--- src/rtl/dptr_pkg.sv ---
package dptr_pkg;
    localparam int unsigned BYTE_W   = 8;
    localparam int unsigned PTR_W    = 2 * BYTE_W;
    localparam int unsigned NUM_PTR  = 2;
    localparam int unsigned SEL_W    = $clog2(NUM_PTR);

    localparam logic [BYTE_W-1:0] ADDR_CTRL = 8'hA2;
    localparam logic [BYTE_W-1:0] ADDR_PLO  = 8'h82;
    localparam logic [BYTE_W-1:0] ADDR_PHI  = 8'h83;

    localparam int unsigned SEL_BIT  = 0;
    localparam int unsigned FLAG_BIT = 3;
    localparam int unsigned BOOT_BIT = 5;

    typedef enum logic [SEL_W-1:0] {
        SEL_PTR0 = 1'b0,
        SEL_PTR1 = 1'b1
    } sel_state_e;
endpackage

--- src/rtl/dptr_ctrl_reg.sv ---
module dptr_ctrl_reg
    import dptr_pkg::*;
(
    input  logic              clk,
    input  logic              rst_n,
    input  logic              ctrl_wr,
    input  logic [BYTE_W-1:0] wdata,
    output sel_state_e        sel,
    output logic              flag,
    output logic              boot,
    output logic [BYTE_W-1:0] ctrl_rd
);
    sel_state_e state_q, state_d;

    always_ff @(posedge clk or negedge rst_n) begin
        if (!rst_n) state_q <= SEL_PTR0;
        else        state_q <= state_d;
    end

    always_comb begin
        state_d = state_q;
        unique case (state_q)
            SEL_PTR0: if (ctrl_wr && wdata[SEL_BIT])  state_d = SEL_PTR1; // T_TO_P1
            SEL_PTR1: if (ctrl_wr && !wdata[SEL_BIT]) state_d = SEL_PTR0; // T_TO_P0
            default:  state_d = SEL_PTR0;
        endcase
    end

    always_ff @(posedge clk or negedge rst_n) begin
        if (!rst_n) begin
            flag <= 1'b0;
            boot <= 1'b0;
        end else if (ctrl_wr) begin
            flag <= wdata[FLAG_BIT];
            boot <= wdata[BOOT_BIT];
        end
    end

    always_comb begin
        ctrl_rd           = '0;
        ctrl_rd[SEL_BIT]  = (state_q == SEL_PTR1);
        ctrl_rd[FLAG_BIT] = flag;
        ctrl_rd[BOOT_BIT] = boot;
    end

    assign sel = state_q;
endmodule

--- src/rtl/dptr_bank.sv ---
module dptr_bank #(
    parameter int unsigned DW    = 8,
    parameter int unsigned NPTR  = 2,
    localparam int unsigned AW   = 2 * DW,
    localparam int unsigned SW   = (NPTR > 1) ? $clog2(NPTR) : 1
) (
    input  logic             clk,
    input  logic             rst_n,
    input  logic [SW-1:0]    sel,
    input  logic             ld_en,
    input  logic [AW-1:0]    ld_val,
    input  logic             inc_en,
    input  logic             wr_lo,
    input  logic             wr_hi,
    input  logic [DW-1:0]    wdata,
    output logic [NPTR*AW-1:0] ptr_flat,
    output logic [AW-1:0]    active
);
    for (genvar g = 0; g < NPTR; g++) begin : g_ptr
        logic [AW-1:0] q;
        logic          hit;
        assign hit = (sel == SW'(g));

        always_ff @(posedge clk or negedge rst_n) begin
            if (!rst_n)      q <= '0;
            else if (hit) begin
                if (ld_en)       q <= ld_val;
                else if (inc_en) q <= q + AW'(1);
                else if (wr_lo)  q[DW-1:0] <= wdata;
                else if (wr_hi)  q[AW-1:DW] <= wdata;
            end
        end

        assign ptr_flat[g*AW +: AW] = q;
    end

    always_comb begin
        active = '0;
        for (int i = 0; i < NPTR; i++) begin
            if (sel == SW'(i)) active = ptr_flat[i*AW +: AW];
        end
    end
endmodule

--- src/rtl/dptr_pair.sv ---
module dptr_pair
    import dptr_pkg::*;
(
    input  logic              clk,
    input  logic              rst_n,
    input  logic [7:0]        sfr_addr,
    input  logic              sfr_wr,
    input  logic [7:0]        sfr_wdata,
    output logic [7:0]        sfr_rdata,
    input  logic              ld_en,
    input  logic [15:0]       ld_val,
    input  logic              inc_en,
    output logic [15:0]       ext_addr,
    output logic              boot_map
);
    sel_state_e              sel_s;
    logic                    flag_s;
    logic [BYTE_W-1:0]       ctrl_rd;
    logic [NUM_PTR*PTR_W-1:0] ptr_flat;
    logic [PTR_W-1:0]        act_ptr;
    logic                    ctrl_wr, wr_lo, wr_hi;

    assign ctrl_wr = sfr_wr && (sfr_addr == ADDR_CTRL);
    assign wr_lo   = sfr_wr && (sfr_addr == ADDR_PLO);
    assign wr_hi   = sfr_wr && (sfr_addr == ADDR_PHI);

    dptr_ctrl_reg u_ctrl (
        .clk     (clk),
        .rst_n   (rst_n),
        .ctrl_wr (ctrl_wr),
        .wdata   (sfr_wdata),
        .sel     (sel_s),
        .flag    (flag_s),
        .boot    (boot_map),
        .ctrl_rd (ctrl_rd)
    );

    dptr_bank #(.DW(BYTE_W), .NPTR(NUM_PTR)) u_bank (
        .clk      (clk),
        .rst_n    (rst_n),
        .sel      (sel_s),
        .ld_en    (ld_en),
        .ld_val   (ld_val),
        .inc_en   (inc_en),
        .wr_lo    (wr_lo),
        .wr_hi    (wr_hi),
        .wdata    (sfr_wdata),
        .ptr_flat (ptr_flat),
        .active   (act_ptr)
    );

    always_comb begin
        case (sfr_addr)
            ADDR_CTRL: sfr_rdata = ctrl_rd;
            ADDR_PLO:  sfr_rdata = act_ptr[BYTE_W-1:0];
            ADDR_PHI:  sfr_rdata = act_ptr[PTR_W-1:BYTE_W];
            default:   sfr_rdata = '0;
        endcase
    end

    assign ext_addr = act_ptr;
endmodule

--- config.mk ---
export PLATFORM = sky130hd
export DESIGN_NAME = dptr_pair
export DESIGN_NICKNAME = d
export VERILOG_FILES = /design/src/rtl/dptr_pkg.sv /design/src/rtl/dptr_ctrl_reg.sv /design/src/rtl/dptr_bank.sv /design/src/rtl/dptr_pair.sv
export SDC_FILE = /design/constraint.sdc
export NUM_CORES = 1
export LEC_CHECK = 0
export BUFFER_PORTS_ARGS = -buffer_cell sky130_fd_sc_hd__buf_4
export CORE_MARGIN = 1
export CORE_UTILIZATION = 30
export DETAILED_ROUTE_END_ITERATION = 16
export PLACE_DENSITY = 0.51
export SETUP_SLACK_MARGIN = 0.2
export SYNTH_ARGS = -nofsm -noshare
export SYNTH_HDL_FRONTEND = slang
export SYNTH_SLANG_ARGS = --single-unit
--- constraint.sdc ---
create_clock -name clk -period 2.2 [get_ports clk]
set_clock_uncertainty 0.05 [all_clocks]
set_input_delay 0.11 -clock clk [delete_from_list [all_inputs] [get_ports clk]]
set_output_delay 0.11 -clock clk [all_outputs]
set_load 0.05 [all_outputs]
# Word-level counts from Yosys, hierarchy flattened
# Index checks and enable logic that the tools add are counted.
dict set report totals {
  reg_bits 35
  latchBits 0
  ram_bits 0
  rom_bits 0
  input_bits 37
  out_inout_bits 25
  wordCells 38
  mem_count 0
}
dict set report classes {
  n_addsub 2
  n_mul 0
  div 0
  n_lt_le_gt_ge 0
  eq_ne 4
  shift 0
  muxes 12
  n_bitwise 1
  reduce_logical 12
}
# operator n
set ops {}
lappend ops {{2-to-1 mux 16 bit} 5}
lappend ops {{adder 16 x 1 -> 16 bit, second input constant} 2}
lappend ops {{equality test 8 bit, second input constant} 3}
lappend ops {{2-to-1 mux 8 bit} 3}
lappend ops {{case mux 8 bit (3 select lines)} 1}
lappend ops {{AND reduction 3 bit} 2}
lappend ops {{nonzero test 3 bit} 2}
lappend ops {{logical AND 1 bit} 5}
lappend ops {{AND reduction 2 bit} 2}
lappend ops {{inequality test 3 bit, second input constant} 1}
lappend ops {{2-to-1 mux 1 bit} 2}
lappend ops {{case mux 1 bit (2 select lines)} 1}
lappend ops {{logical NOT 1 bit} 1}
lappend ops {{NOT 1 bit} 1}

# Depth between registers and ports, before layout
dict set report depth {
  depth_word 6
  depth_mapped 7
}

# Hierarchy
# From an unflattened synthesis, not the netlist that was laid out.
dict set report hier_totals {
  cells_unflattened 365
  hier_area_um2 3017.9
}
# module n_inst cells_per_inst area_per_inst_um2 seq_area_each_um2
set by_module_without_submodules {}
lappend by_module_without_submodules {dptr_bank 1 313 2573.7 800.8}
lappend by_module_without_submodules {dptr_pair 1 37 271.5 0.0}
lappend by_module_without_submodules {dptr_ctrl_reg 1 15 172.7 75.1}

# Worst setup path before layout
# No wires, ideal clock.
dict set report synth_path {
  kind {register to output}
  startpoint {register with a tool-made name}
  endpoint {output port sfr_rdata[1]}
  arrival_ps 3225
  t_required_ps 2040
  setup_slack_ps -1185
  path_stages_with_launch 6
  cell_sequence {dfrtp_1 > buf_1 > clkbuf_1 > o21ai_0 > nor2_1 > nor3_1}
}
# item line
set synth_lines {}
lappend synth_lines {{end, declared} dptr_pair.sv:9} ;# output logic [7:0] sfr_rdata,

==> flow_metrics.tcl <==
set metrics [dict create \
    outcome "finished clean" \
    rsz0062_at_grt "true" \
    synth_ff_type "dfrtp_1" \
    num_rows 35 \
    hold_path_class "in2reg" \
    syn_area_sq_um 2970 \
    routed_wl_microns 11400 \
    viasPerCell 6.00 \
    num_vias 3313 \
    hold_depth 2 \
    slew_headroom 0.625 \
    cts_root_buffer "clkbuf_8" \
    final_hold_viol_count 0 \
    clk_pin_slew_ns 0.08 \
    pwr-share-seq 0.399 \
    antennaDiodeCount 0 \
    grt_pass1_wl_microns 17700 \
    hpwl_microns 8390 \
    final_max_slew_viol_count 0 \
    critical_path_arrival_ns 1.84 \
    start_util 0.315 \
    cap_violations 0 \
    cp.required_ns 2.04 \
    antenna_found_initial 0 \
    crit_path_end_kind "output port" \
    synth_edf_count 0 \
    drt_pass1_iterations 5 \
    power_mw 2.64 \
    core_sq_um 9420 \
    ys_seq_area_frac 0.295 \
    ys.warnings.count 0 \
    worstMarginPinSlew_ns 0.561 \
    power.share.clock 0.196 \
    gr-total-overflow 0 \
    drt_iter0_drc 198 \
    cp_max_fo 8 \
    fmax_ghz 0.499 \
    netSwitchingFraction 0.435 \
    htree_levels 2 \
    grt_pass1_vias 3249 \
    timing.setup.tns_ns 0 \
    async_reset_ff_frac 1.00 \
    die_area_sq_um 10300 \
    cts_tree "built" \
    synthToLayoutAreaGrowth_pct 30.7 \
    p_switching_mw 1.15 \
    p_leak_nw 1.56 \
    synth_cell_types 68 \
    die_height_microns 101 \
    drive_gt1_frac 0.324 \
    worstSkewPairLatency_ns 0.30 \
    reg2reg_depth 5 \
    clkSinkCount 35 \
    setup_viol 0 \
    drc 0 \
    antenna_left 0 \
    power_density_nw_per_um2 681 \
    grt_max_degree 42 \
    final.period_utilization 0.911 \
    comb_power_share 0.405 \
    synth_fp_nets 395 \
    gp_congestion 0.847 \
    die_width_microns 101 \
    wire_per_inst_microns 20.6 \
    ys_seq_elements 35 \
    io_buffers 61 \
    worstSetupPathType "reg2out" \
    synth.avg_cell_area_sq_um 8.33 \
    syn_inst 356 \
    clock_path_buffers 2 \
    fillerInstances 1002 \
    startpoint_type "flop" \
    peakVddDrop_uv 283 \
    cts_made_buffers 5 \
    grt_use_total 0.228 \
    num_io_pins 62 \
    intPower_mw 1.49 \
    min_period_ns 2.00 \
    nets 461 \
]
==> critical path: stages (launching register included) <==
cell      delay (ns)
dfrtp_2         0.52
buf_12          0.17
mux2_4          0.32
o211ai_1        0.30
a21oi_4         0.08
buf_6           0.16
==> cell usage in the layout, fill, tap and decap left out, types with 3 or more instances in the layout <==
| master | count |
|---|---|
| a211oi_1 | 3 |
| a21oi_1 | 22 |
| a22o_1 | 5 |
| a22oi_1 | 3 |
| a2bb2oi_1 | 4 |
| a31o_2 | 3 |
| a31oi_1 | 16 |
| a41o_1 | 3 |
| a41oi_1 | 3 |
| and3_1 | 4 |
| and4_1 | 5 |
| buf_4 | 70 |
| buf_6 | 5 |
| clkbuf_8 | 6 |
| dfrtp_1 | 34 |
| inv_1 | 9 |
| mux2_2 | 15 |
| mux2_4 | 3 |
| mux2i_1 | 4 |
| nand2_1 | 32 |
| nand2b_1 | 10 |
| nand3_1 | 18 |
| nand3b_1 | 5 |
| nand4_1 | 7 |
| nor2_1 | 24 |
| nor2_2 | 6 |
| nor2b_1 | 4 |
| nor3_1 | 3 |
| nor4_1 | 4 |
| o211ai_1 | 4 |
| o21ai_0 | 8 |
| o21ai_1 | 3 |
| o21bai_1 | 5 |
| o31a_1 | 3 |
| o31ai_1 | 9 |
==> logic make-up (layout without fill, tap and decap cells) <==
logic type,Yosys count,count (layout),share of synthesized area
simple gates,140,140,0.251
flops,35,35,0.295
buf+inv,30,97,0.0473
compound gates,123,123,0.303
xor+xnor,2,2,0.00591
mux,24,24,0.0894
fa+ha+maj,2,2,0.00844
==> what timing repair did <==
| action | CTS | global route |
|---|---|---|
| hold buffers | 1 | 0 |
| resized for setup | 2 | 14 |
| buffers inserted | 2 | 3 |
| cloned | 0 | 1 |
| endpoints found under the hold margin | 35 | 0 |
| setup endpoints to repair | 7 | 11 |
| pin swaps | 0 | 2 |
==> metrics by stage <==
stage / util / hold WS [ns] / setup slack [ns] / std cells / instance area, sq um
after floorplan: - / -0.236 / 0.185 / 356 / 3030
after global placement: 0.387 / 0.0725 / 0.314 / 537 / 3640
after detailed placement: 0.387 / 0.0692 / 0.285 / 537 / 3640
after CTS: 0.401 / 0.0424 / 0.157 / 548 / 3780
after global routing: 0.412 / 0.0557 / 0.120 / 552 / 3880
final: 0.412 / 0.0472 / 0.196 / 552 / 3880
==> final cells by class <==
class                   count  area [sq um]  area share
multi-input cells         291          2050       0.529
flip-flops and latches     35           877       0.226
repair buffers             80           662       0.171
well taps                 129           161      0.0416
clock buffers               7          86.3      0.0223
inverters                   9          33.8     0.00872
clock inverters             1          5.00     0.00129
==> synth_stat cells (3+ instances only) <==
cell type | instances | area share
dfrtp_1 | 35 | 0.30
mux2i_1 | 4 | 0.014
a22oi_1 | 4 | 0.010
and4_1 | 5 | 0.015
o21bai_1 | 5 | 0.013
nor2b_1 | 4 | 0.0084
nand4_1 | 7 | 0.015
nand2b_1 | 10 | 0.021
a2bb2oi_1 | 4 | 0.012
o21ai_0 | 10 | 0.017
nor3_1 | 6 | 0.010
nand2_1 | 32 | 0.041
and3_1 | 4 | 0.0084
o31ai_1 | 9 | 0.023
o31a_1 | 3 | 0.0089
nor4_1 | 4 | 0.0084
a22o_1 | 5 | 0.015
a21oi_1 | 24 | 0.041
inv_1 | 9 | 0.011
a31oi_1 | 16 | 0.034
nand3b_1 | 5 | 0.013
buf_2 | 4 | 0.0068
o211ai_1 | 4 | 0.010
a41o_1 | 3 | 0.010
clkbuf_1 | 11 | 0.014
mux2_2 | 18 | 0.068
a31o_2 | 3 | 0.0089
a41oi_1 | 3 | 0.0089
o21ai_1 | 3 | 0.0051
a211oi_1 | 3 | 0.0076
nor2_1 | 31 | 0.039
nand3_1 | 19 | 0.032
==> flip-flops by register name, indices dropped and copies added (netlist names), named ones only <==
register / count
u_ctrl.boot: 1
u_ctrl.flag: 1
u_bank.g_ptr.q: 32
==> final timing paths <==
check | slack (ns) | end | from
max | 0.20 | sfr_rdata[5] | flop
min | 0.05 | u_ctrl.flag$_DFFE_PN0P_ | sfr_wdata[3]
max reg2reg | 0.31 | u_bank.g_ptr[1].q[12]$_DFFE_PN0P_ | u_bank.g_ptr[1].q[0]$_DFFE_PN0P_
min reg2reg | 0.47 | u_ctrl.flag$_DFFE_PN0P_ | u_ctrl.flag$_DFFE_PN0P_
max in group asynchronous | 1.46 | async pin | rst_n
min in group asynchronous | 0.27 | u_bank.g_ptr[1].q[12]$_DFFE_PN0P_ | rst_n
==> power groups by stage <==
stage	Clock (mW)	Sequential, mW	Combinational [mW]
CTS	0.523	1.04	1.04
global placement	0	1.05	1.01
finish	0.516	1.05	1.07
floorplan	0	0.966	0.761
global route	0.549	1.08	1.16
detailed placement	0	1.05	1.02
==> layer usage <==
layer / wire length (microns) / part of all wire / vias up / global-route usage
li1: - / - / 1508 / -
met1: 5030 / 0.44 / 1634 / 0.308
met2: 5280 / 0.46 / 151 / 0.367
met3: 826 / 0.073 / 20 / 0.0435
met4: 228 / 0.020 / 0 / 0.0736
met5: 0 / 0 / - / 0
(Power assumes the default switching activity.)
